File: src/rtl/fsc_pkg.sv
package fsc_pkg;

  // Bit positions inside the status byte (decoded by the status read path)
  localparam int unsigned ST_BUSY = 0;
  localparam int unsigned ST_WEL  = 1;
  localparam int unsigned ST_BP0  = 2;
  localparam int unsigned ST_BP1  = 3;
  localparam int unsigned ST_AAI  = 6;
  localparam int unsigned ST_LOCK = 7;
  localparam int unsigned ST_W    = 8;

  // Value of the protect pair after reset: whole array protected
  localparam logic [1:0] BP_RESET = 2'b11;

  // Decoded command pulses, one field per command
  typedef struct packed {
    logic wren;
    logic wrdi;
    logic wrsr;
    logic pgm;
    logic ers;
    logic aai;
  } cmd_t;

  typedef enum logic [1:0] {
    VERDICT_NONE   = 2'd0,
    VERDICT_GO     = 2'd1,
    VERDICT_REJECT = 2'd2
  } verdict_e;

endpackage

File: src/rtl/fsc_gate.sv
module fsc_gate
  import fsc_pkg::*;
(
  input  cmd_t     cmd,
  input  logic     busy,
  input  logic     wel,
  input  logic     aai_mode,
  output cmd_t     acc,
  output verdict_e verdict
);

  logic idle;
  logic mem_req;
  logic mem_acc;

  assign idle = ~busy;

  always_comb begin
    acc      = '0;
    acc.wren = cmd.wren & idle;
    acc.wrdi = cmd.wrdi & idle;
    acc.wrsr = cmd.wrsr & idle & wel;
    acc.pgm  = cmd.pgm  & idle & wel;
    acc.ers  = cmd.ers  & idle & wel & ~aai_mode;
    acc.aai  = cmd.aai  & idle & wel & ~aai_mode;
  end

  assign mem_req = cmd.pgm | cmd.ers | cmd.aai;
  assign mem_acc = acc.pgm | acc.ers | acc.aai;

  always_comb begin
    if (!idle || !mem_req) begin
      verdict = VERDICT_NONE;
    end else if (mem_acc) begin
      verdict = VERDICT_GO;
    end else begin
      verdict = VERDICT_REJECT;
    end
  end

endmodule

File: src/rtl/fsc_mode.sv
module fsc_mode
  import fsc_pkg::*;
#(
  parameter int unsigned ADDR_MAX = 32'h7FFFF,
  parameter int unsigned ADDR_W   = 19
) (
  input  logic              clk,
  input  logic              rst,
  input  cmd_t              acc,
  input  logic              prog_done,
  input  logic              erase_done,
  input  logic [ADDR_W-1:0] prog_addr,
  output logic              busy,
  output logic              aai_mode,
  output logic              op_done,
  output logic              end_hit
);

  localparam logic [ADDR_W-1:0] LAST_ADDR = ADDR_W'(ADDR_MAX);

  logic start_any;

  assign start_any = acc.pgm | acc.ers | acc.aai;
  assign op_done   = busy & (prog_done | erase_done);
  assign end_hit   = aai_mode & (prog_addr == LAST_ADDR);

  always_ff @(posedge clk) begin
    if (rst) begin
      busy <= 1'b0;
    end else if (op_done) begin
      busy <= 1'b0;
    end else if (start_any) begin
      busy <= 1'b1;
    end
  end

  always_ff @(posedge clk) begin
    if (rst) begin
      aai_mode <= 1'b0;
    end else if (acc.wrdi) begin
      aai_mode <= 1'b0;
    end else if (op_done && end_hit) begin
      aai_mode <= 1'b0;
    end else if (acc.aai) begin
      aai_mode <= 1'b1;
    end
  end

endmodule

File: src/rtl/fsc_wel.sv
module fsc_wel
  import fsc_pkg::*;
(
  input  logic clk,
  input  logic rst,
  input  cmd_t acc,
  input  logic op_done,
  input  logic aai_mode,
  input  logic end_hit,
  output logic wel
);

  logic auto_clear;

  // Completion ends the write permission unless an auto-increment run continues
  assign auto_clear = op_done & (~aai_mode | end_hit);

  always_ff @(posedge clk) begin
    if (rst) begin
      wel <= 1'b0;
    end else if (acc.wrdi || auto_clear) begin
      wel <= 1'b0;
    end else if (acc.wren) begin
      wel <= 1'b1;
    end
  end

endmodule

File: src/rtl/fsc_prot.sv
module fsc_prot
  import fsc_pkg::*;
(
  input  logic            clk,
  input  logic            rst,
  input  cmd_t            acc,
  input  logic [ST_W-1:0] wr_data,
  output logic [1:0]      bp,
  output logic            lock
);

  logic unused_data_bits;
  assign unused_data_bits = ^{wr_data[ST_AAI], wr_data[5:4], wr_data[ST_WEL], wr_data[ST_BUSY]};

  always_ff @(posedge clk) begin
    if (rst) begin
      lock <= 1'b0;
    end else if (acc.wrsr) begin
      lock <= wr_data[ST_LOCK];
    end
  end

  always_ff @(posedge clk) begin
    if (rst) begin
      bp <= BP_RESET;
    end else if (acc.wrsr && !lock) begin
      bp <= {wr_data[ST_BP1], wr_data[ST_BP0]};
    end
  end

endmodule

File: src/rtl/flash_status_ctl.sv
module flash_status_ctl
  import fsc_pkg::*;
#(
  parameter int unsigned ADDR_MAX = 32'h7FFFF,
  localparam int unsigned ADDR_W  = $clog2(ADDR_MAX + 1)
) (
  input  logic              clk,
  input  logic              rst,
  input  logic              wren_cmd,
  input  logic              wrdi_cmd,
  input  logic              wrsr_cmd,
  input  logic [7:0]        wrsr_data,
  input  logic              prog_start,
  input  logic              prog_done,
  input  logic              erase_start,
  input  logic              erase_done,
  input  logic              aai_start,
  input  logic [ADDR_W-1:0] prog_addr,
  output logic [7:0]        status_byte,
  output logic              cmd_go,
  output logic              cmd_reject
);

  cmd_t     cmd;
  cmd_t     acc;
  verdict_e verdict;
  logic     busy;
  logic     wel;
  logic     aai_mode;
  logic     op_done;
  logic     end_hit;
  logic [1:0] bp;
  logic     lock;

  always_comb begin
    cmd      = '0;
    cmd.wren = wren_cmd;
    cmd.wrdi = wrdi_cmd;
    cmd.wrsr = wrsr_cmd;
    cmd.pgm  = prog_start;
    cmd.ers  = erase_start;
    cmd.aai  = aai_start;
  end

  fsc_gate u_gate (
    .cmd      (cmd),
    .busy     (busy),
    .wel      (wel),
    .aai_mode (aai_mode),
    .acc      (acc),
    .verdict  (verdict)
  );

  fsc_mode #(
    .ADDR_MAX (ADDR_MAX),
    .ADDR_W   (ADDR_W)
  ) u_mode (
    .clk        (clk),
    .rst        (rst),
    .acc        (acc),
    .prog_done  (prog_done),
    .erase_done (erase_done),
    .prog_addr  (prog_addr),
    .busy       (busy),
    .aai_mode   (aai_mode),
    .op_done    (op_done),
    .end_hit    (end_hit)
  );

  fsc_wel u_wel (
    .clk      (clk),
    .rst      (rst),
    .acc      (acc),
    .op_done  (op_done),
    .aai_mode (aai_mode),
    .end_hit  (end_hit),
    .wel      (wel)
  );

  fsc_prot u_prot (
    .clk     (clk),
    .rst     (rst),
    .acc     (acc),
    .wr_data (wrsr_data),
    .bp      (bp),
    .lock    (lock)
  );

  always_ff @(posedge clk) begin
    if (rst) begin
      cmd_go     <= 1'b0;
      cmd_reject <= 1'b0;
    end else begin
      cmd_go     <= (verdict == VERDICT_GO);
      cmd_reject <= (verdict == VERDICT_REJECT);
    end
  end

  always_comb begin
    status_byte          = '0;
    status_byte[ST_BUSY] = busy;
    status_byte[ST_WEL]  = wel;
    status_byte[ST_BP0]  = bp[0];
    status_byte[ST_BP1]  = bp[1];
    status_byte[ST_AAI]  = aai_mode;
    status_byte[ST_LOCK] = lock;
  end

endmodule

File: config.mk
export PLATFORM = sky130hd
export DESIGN_NAME = flash_status_ctl
export DESIGN_NICKNAME = d
export VERILOG_FILES = /design/src/rtl/fsc_pkg.sv /design/src/rtl/fsc_gate.sv /design/src/rtl/fsc_mode.sv /design/src/rtl/fsc_wel.sv /design/src/rtl/fsc_prot.sv /design/src/rtl/flash_status_ctl.sv
export SDC_FILE = /design/constraint.sdc
export NUM_CORES = 1
export LEC_CHECK = 0
export BUFFER_PORTS_ARGS = -buffer_cell sky130_fd_sc_hd__clkbuf_2
export CAP_MARGIN = 20
export CORE_MARGIN = 4
export CORE_UTILIZATION = 32
export DETAILED_ROUTE_END_ITERATION = 7
export PLACE_DENSITY = 0.77
export SLEW_MARGIN = 10
export SYNTH_ARGS = -nofsm -noshare
export SYNTH_HDL_FRONTEND = slang
export SYNTH_SLANG_ARGS = --single-unit
File: constraint.sdc
create_clock -name clk -period 1.15 [get_ports clk]
set_input_delay 0.1725 -clock clk [delete_from_list [all_inputs] [get_ports clk]]
set_output_delay 0.1725 -clock clk [all_outputs]
set_load 0.02 [all_outputs]
# Word-level counts from Yosys, hierarchy flattened
# Cells that the tools add are included.
[totals]
romBits = 0
input_bits = 37
latchBits = 0
regBits = 8
mem_count = 0
output_inout_bits = 10
ramBits = 0
[op_classes]
n_shift = 0
mux = 2
n_div = 0
add_sub_neg = 0
mul = 0
reduce_logical = 9
n_bitwise = 23
magnitude_cmp = 0
n_eq_ne = 3
[op_table]
columns = ["op", "count"]
rows = [
  ["$eq 19x19->1 const B", 1],
  ["$and 1x1->1", 15],
  ["$or 1x1->1", 6],
  ["$mux 2", 2],
  ["$reduce_or 2->1", 2],
  ["$reduce_or 3->1", 1],
  ["$eq 2x1->1 const B", 1],
  ["$eq 2x2->1 const B", 1],
  ["$logic_and 1x1->1", 2],
  ["$logic_not 1->1", 2],
  ["$logic_or 1x1->1", 2],
  ["$not 1->1", 2],
]

# Longest topological paths before layout
# Gate-level depths: netlist of run 1.
[depth]
word_depth = 9
mapped_depth = 3
ltp_nobuf = 3

# By module
# Synthesis of run 1 repeated with hierarchy kept, for this count alone.
[hier_totals]
cells_unflattened = 58
area_unflattened_um2 = 493.0
[by_module_without_submodules]
columns = ["module", "n_inst", "area_each_um2", "cells_each"]
rows = [
  ["fsc_mode", 1, 132.6, 17],
  ["fsc_prot", 1, 122.6, 12],
  ["flash_status_ctl", 1, 103.8, 11],
  ["fsc_gate", 1, 88.8, 14],
  ["fsc_wel", 1, 45.0, 4],
]

# Worst setup path before layout of run 1
# Ideal clock, no wire load.
[synth_timing]
path_type = "register -> register"
start = "reg u_wel.wel"
end = "reg u_prot.bp[0]"
stages_incl_launch_ff = 4
path_slack_ns = 0.150
arrival_time_ns = 0.885
synth_period_minus_slack_ns = 1.000
path_buffers = 0
path_cell_list = "dfxtp_1 -> and4bb_2 -> mux2i_1 -> nand2_1"
[synth_between]
elab_chain_len = 2
[synth_rtl]
columns = ["item", "line", "rtl"]
rows = [
  ["from (decl)", "fsc_wel.sv:10", "output logic wel"],
  ["from (signal assigned)", "fsc_wel.sv:20", "wel <= 1'b0;"],
  ["from (signal assigned)", "fsc_wel.sv:22", "wel <= 1'b0;"],
  ["from (signal assigned)", "fsc_wel.sv:24", "wel <= 1'b1;"],
  ["$and 1x1->1", "fsc_gate.sv:22", "acc.wrsr = cmd.wrsr & idle & wel;"],
  ["$logic_and 1x1->1", "fsc_prot.sv:26", "end else if (acc.wrsr && !lock) begin"],
  ["to (signal assigned)", "fsc_prot.sv:27", "bp <= {wr_data[ST_BP1], wr_data[ST_BP0]};"],
  ["to (decl)", "fsc_prot.sv:8", "output logic [1:0] bp,"],
]
# No other way between the ends.
# A chain may end at the register's enable or synchronous reset.

# Final worst setup path of run 1
[layout_timing]
start = "reg u_mode.busy"
end = "out status_byte[0]"
[layout_rtl]
columns = ["item", "line", "rtl"]
rows = [
  ["from (decl)", "fsc_mode.sv:13", "output logic busy,"],
  ["from (signal assigned)", "fsc_mode.sv:29", "busy <= 1'b0;"],
  ["from (signal assigned)", "fsc_mode.sv:31", "busy <= 1'b0;"],
  ["from (signal assigned)", "fsc_mode.sv:33", "busy <= 1'b1;"],
  ["to (decl)", "flash_status_ctl.sv:19", "output logic [7:0] status_byte,"],
]
# No word-level cell between the ends.

==> results of run 1 <==
==> per-stage QoR <==
step | instances | hold slack [ns]
final | 103 | 0.141
after global routing | 103 | 0.168
after floorplan | 50 | 0.245
after global placement | 100 | 0.397
after CTS | 103 | 0.140
after detailed placement | 100 | 0.399
==> cells by family (layout without fill, tap and decap cells) <==
logic type / count (synthesis) / count (layout) / synth area share [%]
flip-flops: 8 / 8 / 36.4
other: 1 / 2 / 0.851
multiplexers: 3 / 3 / 6.82
AO/OA/AOI/OAI: 10 / 10 / 18.2
AND/OR/NAND/NOR: 18 / 18 / 25.0
buffers and inverters: 9 / 47 / 12.8
==> synth_stat cells <==
cell type	count
and4_2	1
a21oi_1	1
nand3_1	1
a21o_1	1
o21ai_1	1
a31oi_1	1
nand2_1	2
o21bai_1	1
inv_1	2
buf_4	6
mux2i_1	3
nor4_1	1
a41o_2	1
nor3_1	1
a211oi_1	1
a2111oi_2	1
o311a_1	1
dfxtp_1	8
conb_1	1
inv_2	1
nor2_1	5
nand3b_1	1
nor4_2	1
nand4_1	4
and4bb_2	1
o21ai_0	1
==> repair_timing <==
action	in CTS	in global routing
buffers inserted	0	0
gates resized for setup	0	1
setup endpoints to repair	0	3
==> per-layer routing <==
metal / up-vias / track usage (%) / part of all wire (%)
met5: - / 0 / 0
met4: 0 / 7.02 / 0
met2: 29 / 19.8 / 50
li1: 254 / - / -
met3: 0 / 1.20 / 9.6
met1: 226 / 16.7 / 41
==> registers in the layout (all words and copies together), names as in the netlist <==
| signal | flops |
|---|---|
| u_mode.aai_mode | 1 |
| u_mode.busy | 1 |
| u_prot.lock | 1 |
| cmd_reject | 1 |
| u_prot.bp | 2 |
| cmd_go | 1 |
| u_wel.wel | 1 |
==> area by class of cell <==
| cell class | instances | share of cell area [%] |
|---|---|---|
| multi-input cells | 33 | 34.9 |
| repair buffers | 41 | 32.2 |
| flip-flops and latches | 8 | 24.8 |
| clock buffers | 3 | 3.45 |
| well taps | 15 | 2.88 |
| inverters | 3 | 1.73 |
==> report_power, final <==
| part | switching (mW) | total (mW) | internal (mW) |
|---|---|---|---|
| Clock | 0.0966 | 0.216 | 0.120 |
| Sequential | 0.00646 | 0.296 | 0.290 |
| Combinational | 0.0699 | 0.140 | 0.0702 |
==> worst max-delay path: stages (launching register included) <==
cell	delay [ns]
dfxtp_2	0.36
buf_4	0.13
clkbuf_2	0.16
==> worst paths after layout <==
check | from | to | slack (ns)
min | wrsr_data[2] | u_prot.bp[0]$_SDFFE_PP1P_ | 0.14
min reg2reg | u_prot.bp[0]$_SDFFE_PP1P_ | u_prot.bp[0]$_SDFFE_PP1P_ | 0.47
max reg2reg | u_mode.busy$_SDFFE_PP0P_ | u_prot.bp[1]$_SDFFE_PP1P_ | 0.11
max | u_mode.busy$_SDFFE_PP0P_ | status_byte[0] | 0.09
==> results.sh, run 1 <==
export IMPL_status="completed"
export IMPL_h_tree_depth=1
export IMPL_grt_pass1_wl_mm=1.88
export IMPL_multi_input_area_um2=228
export IMPL_fin_tns_setup_ns=0
export IMPL_worstPathMaxFanout=4
export IMPL_grt_max_degree=8
export IMPL_io_buffers=39
export IMPL_die_y_um=45.1
export IMPL_clkSinkCount=8
export IMPL_p_leak_nw=0.332
export IMPL_coreArea_um2=1300
export IMPL_avgSynthCellArea_um2=8.99
export IMPL_synth_warnings=0
export IMPL_clk_latency_ns=0.25
export IMPL_postPlaceCellArea_um2=628
export IMPL_cts_hold_buf=0
export IMPL_numCtsBuffers=3
export IMPL_grt_total_usage_pct=12.6
export IMPL_max_freq_mhz=940
export IMPL_area_growth_pct=48.0
export IMPL_gp_congestion=0.763
export IMPL_finalSetupViolCount=0
export IMPL_setup_slack_ns=0.0865
export IMPL_synth_top_area_cell="dfxtp_1"
export IMPL_viasPerCell=4.94
export IMPL_route_detailed_drc=0
export IMPL_synth_area_top_cells="dfxtp_1 (36%), buf_4 (10%), mux2i_1 (6.8%), nand4_1 (5.7%), nor2_1 (4.3%)"
export IMPL_clk_pin_slew_worst_paths_ns=0.06
export IMPL_ys_seq_elements=8
export IMPL_antenna_found_initial=0
export IMPL_synth_distinct_cells=26
export IMPL_cp_start_kind="flop"
export IMPL_final_common_cell="clkbuf_2"
export IMPL_critPathArrivalTime_ns=0.89
export IMPL_synthCells=49
export IMPL_min_period_ns=1.06
export IMPL_grt_pass1_vias=479
export IMPL_syn_area_um2=440
export IMPL_fin_area_um2=652
export IMPL_cts_tree="done"
export IMPL_finalHoldViolations=0
export IMPL_postRouteAntennaNets=0
export IMPL_num_rows=13
export IMPL_endpoint_kind="primary output"
export IMPL_total_power_uw=652
export IMPL_routed_wl_mm=1.21
export IMPL_drt_iter0_drc=11
export IMPL_dp_slack_ns=0.0590
export IMPL_synth_seq_area_share_pct=36.4
export IMPL_grt_overflow=0
export IMPL_io_pins=47
export IMPL_nNetsFinal=127
export IMPL_yosysTopAreaCellShare_pct=36.4
export IMPL_diodes=0
export IMPL_start_util_pct=33.8
export IMPL_cp_required_ns=0.98
export IMPL_ctsLongestPathBuffers=2
export IMPL_rsz0062_at_grt="false"
export IMPL_dieArea_um2=2030
export IMPL_drv_slew=0
export IMPL_worstSetupPathType="reg2out"
export IMPL_r2r_cells=3
export IMPL_hold_depth=3
export IMPL_drive_above_1_share_pct=58.0
export IMPL_vias=509
export IMPL_die_x_um=45.1
export IMPL_root_buffer="clkbuf_4"
export IMPL_max_vdd_ir_drop_v=0.000425
export IMPL_fin_skew_ns=0.000953
export IMPL_post_drt_wl_per_cell_um=11.8
export IMPL_layout_common_cells="clkbuf_2 (39), dfxtp_1 (7), nor2_1 (5)"
export IMPL_min_period_over_period_pct=92.5
export IMPL_first_pass_iters=4
export IMPL_min_delay_path_class="in2reg"
export IMPL_p_per_area_nw_per_um2=1000
export IMPL_maxCapViolCount=0
export IMPL_fillers=141
export IMPL_register_area_um2=161
export IMPL_utilization_pct=50.1
(Power assumes the default switching activity.)
==> run 2, diff against run 1 <==
BUFFER_PORTS_ARGS = default   (was -buffer_cell sky130_fd_sc_hd__clkbuf_2)
CORE_AREA = 4 4 41 43   (was default)
CORE_MARGIN = default   (was 4)
CORE_UTILIZATION = default   (was 32)
DIE_AREA = 0 0 45 47   (was default)
DONT_BUFFER_PORTS = 1   (was default)
PLACE_DENSITY = 0.49   (was 0.77)
==> results.sh, run 2 (same netlist as run 1, synthesis figures left out) <==
export IMPL_status="completed"
export IMPL_p_leak_nw=0.184
export IMPL_worstPathMaxFanout=4
export IMPL_numCtsBuffers=3
export IMPL_p_per_area_nw_per_um2=1210
export IMPL_min_period_over_period_pct=88.6
export IMPL_critPathArrivalTime_ns=1.16
export IMPL_root_buffer="clkbuf_4"
export IMPL_start_util_pct=33.8
export IMPL_min_delay_path_class="in2reg"
export IMPL_io_pins=47
export IMPL_io_buffers=0
export IMPL_finalHoldViolations=0
export IMPL_ctsLongestPathBuffers=2
export IMPL_grt_pass1_wl_mm=1.63
export IMPL_postPlaceCellArea_um2=448
export IMPL_power_frac_seq_pct=52.1
export IMPL_largest_register="u_prot.bp"
export IMPL_clkSinkCount=8
export IMPL_coreArea_um2=1300
export IMPL_grt_max_degree=8
export IMPL_p_int_uw=440
export IMPL_power_frac_clock_pct=36.1
export IMPL_area_growth_pct=9.38
export IMPL_drive_above_1_share_pct=26.9
export IMPL_grt_overflow=0
export IMPL_rsz0062_at_grt="false"
export IMPL_min_period_ns=1.02
export IMPL_route_detailed_drc=0
export IMPL_antenna_found_initial=0
export IMPL_power_switching_share_pct=24.9
export IMPL_grt_total_usage_pct=11.3
export IMPL_largest_reg_flops=2
export IMPL_finalSetupViolCount=0
export IMPL_cp_start_kind="flop"
export IMPL_pwr_share_comb_pct=11.8
export IMPL_worstSetupPathType="reg2reg"
export IMPL_post_drt_wl_per_cell_um=16.0
export IMPL_fin_skew_ns=0.00115
export IMPL_die_y_um=47
export IMPL_dieArea_um2=2120
export IMPL_die_x_um=45
export IMPL_drv_slew=0
export IMPL_clk_pin_slew_worst_paths_ns=0.05
export IMPL_multi_input_area_um2=228
export IMPL_routed_wl_mm=1.07
export IMPL_hpwl_um=904
export IMPL_h_tree_depth=1
export IMPL_endpoint_kind="flop"
export IMPL_fin_area_um2=482
export IMPL_vias=385
export IMPL_first_pass_iters=4
export IMPL_cts_tree="done"
export IMPL_clk_latency_ns=0.25
export IMPL_total_power_uw=585
export IMPL_gp_congestion=0.754
export IMPL_layout_common_cells="dfxtp_1 (7), nor2_1 (5), nand4_1 (4), buf_4 (4)"
export IMPL_postRouteAntennaNets=0
export IMPL_fillers=144
export IMPL_switchingPower_uw=145
export IMPL_max_freq_mhz=981
export IMPL_max_vdd_ir_drop_v=0.000455
export IMPL_diodes=0
export IMPL_drt_iter0_drc=10
export IMPL_viasPerCell=5.75
export IMPL_final_common_cell="dfxtp_1"
export IMPL_maxCapViolCount=0
export IMPL_fin_tns_setup_ns=0
export IMPL_cp_startpoint="u_mode.busy$_SDFFE_PP0P_"
export IMPL_post_cts_setup_buffers=0
export IMPL_num_rows=13
export IMPL_grt_pass1_vias=389
export IMPL_hp_start="wrsr_data[2]"
export IMPL_nNetsFinal=91
export IMPL_cp_required_ns=1.29
export IMPL_worstReg2RegStart="u_mode.busy$_SDFFE_PP0P_"
export IMPL_register_area_um2=161
[run 2: repair_timing]
| action | in CTS | in global routing |
|---|---|---|
| hold buffers | 1 | 0 |
| setup endpoints to repair | 0 | 1 |
| gates resized for setup | 0 | 1 |
| endpoints found under the hold margin | 1 | 0 |
[run 2: path summary, 6_finish.rpt]
check,depth (start not counted),endpoint,slack (ns)
min,2,u_prot.bp[0]$_SDFFE_PP1P_,0.05
min reg2reg,2,u_wel.wel$_SDFFE_PP0P_,0.59
max,3,u_prot.bp[1]$_SDFFE_PP1P_,0.13
max reg2reg,3,u_prot.bp[1]$_SDFFE_PP1P_,0.13
[run 2: cell type report]
| cell class | instances | share of cell area (%) |
|---|---|---|
| clock buffers | 3 | 4.68 |
| repair buffers | 5 | 8.31 |
| well taps | 15 | 3.90 |
| inverters | 3 | 2.34 |
| multi-input cells | 33 | 47.3 |
| flip-flops and latches | 8 | 33.5 |
[run 2: through the flow]
step           utilization, %  cells  hold slack (ns)  setup slack, ns
5_1_grt                  37.0     67           0.0361           0.0437
4_1_cts                  36.9     67           0.0371           0.0485
2_1_floorplan               -     50            0.245            0.150
3_3_place_gp             34.4     63            0.250           0.0697
3_5_place_dp             34.4     63            0.252           0.0604
6_report                 37.0     67           0.0507            0.131
[run 2: layer usage]
layer,track usage [%],up-vias,wire length [um]
li1,-,187,-
met1,13.8,169,416
met2,15.3,29,480
met3,7.66,0,174
met4,5.26,0,0
met5,0,-,0
[run 2: power by group through the flow]
stage / Sequential (mW) / Clock, mW / Combinational [mW]
after floorplan: 0.311 / 0 / 0.0617
after global placement: 0.311 / 0 / 0.0659
after detailed placement: 0.311 / 0 / 0.0664
after CTS: 0.305 / 0.227 / 0.0693
after global routing: 0.306 / 0.242 / 0.0767
final: 0.305 / 0.211 / 0.0688
[run 2: critical path, cell delays in order, from the launching register on]
cell      delay [ns]
dfxtp_2         0.34
and4bb_2        0.33
mux2i_1         0.18
nand2_1         0.07
==> run 3, diff against run 2 <==
CELL_PAD_IN_SITES_DETAIL_PLACEMENT = 2   (was default)
CELL_PAD_IN_SITES_GLOBAL_PLACEMENT = 2   (was default)
CORE_AREA = default   (was 4 4 41 43)
CORE_MARGIN = 4   (was default)
CORE_UTILIZATION = 26   (was default)
DIE_AREA = default   (was 0 0 45 47)
PLACE_DENSITY = 0.72   (was 0.49)
==> results.sh, run 3 (same netlist as run 1, synthesis figures left out) <==
export IMPL_min_period_over_period_pct=92.6
export IMPL_finalSetupViolCount=0
export IMPL_die_y_um=49.2
export IMPL_h_tree_depth=1
export IMPL_critPathMaxStageDelay_ns=0.35
export IMPL_hp_start="rst"
export IMPL_gp_congestion=0.673
export IMPL_crit_family="simple AND/OR/NAND/NOR gates"
export IMPL_die_x_um=49.2
export IMPL_clk_pin_slew_worst_paths_ns=0.05
export IMPL_largest_register="u_prot.bp"
export IMPL_maxCapViolCount=0
export IMPL_postRouteAntennaNets=0
export IMPL_status="completed"
export IMPL_clk_latency_ns=0.25
export IMPL_hold_ws_ns=0.0526
export IMPL_dieArea_um2=2420
export IMPL_area_growth_pct=11.4
export IMPL_path_cells="and4bb_2, mux2i_1, nand2_1"
export IMPL_min_delay_path_class="in2reg"
export IMPL_final_common_cell="dfxtp_1"
export IMPL_fin_cells=69
export IMPL_cts_tree="done"
export IMPL_grt_overflow=0
export IMPL_numCtsBuffers=3
export IMPL_worstPathMaxFanout=6
export IMPL_diodes=0
export IMPL_min_period_ns=1.07
export IMPL_first_pass_iters=1
export IMPL_max_vdd_ir_drop_v=0.000269
export IMPL_endpoint_kind="flop"
export IMPL_num_rows=14
export IMPL_drv_slew=0
export IMPL_viasPerCell=5.86
export IMPL_critPathArrivalTime_ns=1.21
export IMPL_drt_iter0_drc=0
export IMPL_io_pins=47
export IMPL_rsz0062_at_grt="false"
export IMPL_grt_max_degree=8
export IMPL_finalHoldViolations=0
export IMPL_io_buffers=0
export IMPL_slowest_stage="dfxtp_2"
export IMPL_p_per_area_nw_per_um2=1190
export IMPL_post_drt_wl_per_cell_um=17.8
export IMPL_grt_pass1_vias=463
export IMPL_route_detailed_drc=0
export IMPL_grt_total_usage_pct=10.8
export IMPL_clkSinkCount=8
export IMPL_worstSetupPathType="reg2reg"
export IMPL_critPathBufInv=0
export IMPL_root_buffer="clkbuf_4"
export IMPL_placed_cells=65
export IMPL_antenna_found_initial=0
export IMPL_start_util_pct=28.3
export IMPL_worstReg2RegStart="u_mode.busy$_SDFFE_PP0P_"
export IMPL_drive_above_1_share_pct=28.3
export IMPL_ctsLongestPathBuffers=2
export IMPL_max_freq_mhz=939
export IMPL_cp_start_kind="flop"
export IMPL_routed_wl_mm=1.23
export IMPL_vias=404
export IMPL_nNetsFinal=92
export IMPL_layout_common_cells="dfxtp_1 (7), nor2_1 (5), buf_4 (5)"
export IMPL_fin_tns_setup_ns=0
export IMPL_coreArea_um2=1560
export IMPL_fin_skew_ns=0.00198
export IMPL_p_leak_nw=0.188
export IMPL_cp_startpoint="u_mode.busy$_SDFFE_PP0P_"
export IMPL_largest_reg_flops=2
export IMPL_grt_pass1_wl_mm=1.99
export IMPL_cp_required_ns=1.29
[run 3: cell count changes in the layout (fill, tap and decap cells not counted)]
cell	before	now
buf_4	4	5
[run 3: path summary, 6_finish.rpt]
check                              endpoint  slack, ns  depth (start not counted)
setup / recovery  u_prot.bp[1]$_SDFFE_PP1P_       0.08                          3
hold / removal    u_prot.bp[0]$_SDFFE_PP1P_       0.05                          2
setup reg to reg  u_prot.bp[1]$_SDFFE_PP1P_       0.08                          3
hold reg to reg       cmd_reject$_SDFF_PP0_       0.59                          2
[run 3: layout make-up]
class	instances	area [um^2]
fillers	186	1070
flip-flops and latches	8	161
repair buffers	6	47.5
well taps	16	20.0
multi-input cells	33	228
clock buffers	3	22.5
inverters	3	11.3
[run 3: power breakdown]
| part | switching [mW] | internal, mW | leakage, nW |
|---|---|---|---|
| clock network | 0.0877 | 0.119 | 0.0138 |
| logic | 0.0396 | 0.0325 | 0.108 |
| registers | 0.0161 | 0.290 | 0.0658 |
[run 3: worst reg2reg max path, stage by stage, from the launching register on]
cell      delay [ns]
dfxtp_2         0.35
and4bb_2        0.34
mux2i_1         0.21
nand2_1         0.07
[run 3: stage by stage]
| stage | worst slack (ns) | power (mW) | cell area, um^2 | utilization (%) |
|---|---|---|---|---|
| 2_1_floorplan | 0.150 | 0.373 | 444 | - |
| 3_3_place_gp | 0.00968 | 0.380 | 457 | 29.3 |
| 3_5_place_dp | -0.0463 | 0.382 | 457 | 29.3 |
| 4_1_cts | 0.00270 | 0.596 | 489 | 31.4 |
| 5_1_grt | 0.00276 | 0.626 | 490 | 31.5 |
| 6_report | 0.0848 | 0.585 | 490 | 31.5 |
[run 3: metal layers]
| metal | routed length, um | vias up | GRT usage (%) | share of wire, % |
|---|---|---|---|---|
| li1 | - | 186 | - | - |
| met1 | 468 | 188 | 11.6 | 38 |
| met2 | 588 | 28 | 16.7 | 48 |
| met3 | 154 | 2 | 4.89 | 13 |
| met4 | 14 | 0 | 7.11 | 1.1 |
| met5 | 0 | - | 0 | 0 |
[run 3: repair_timing]
item	4_1_cts	5_1_grt
endpoints found under the hold margin	1	0
resized for setup	0	1
hold buffers	1	0
buffers inserted	0	0
endpoints found under the setup margin	2	4
pin swaps	1	0
cloned	0	0
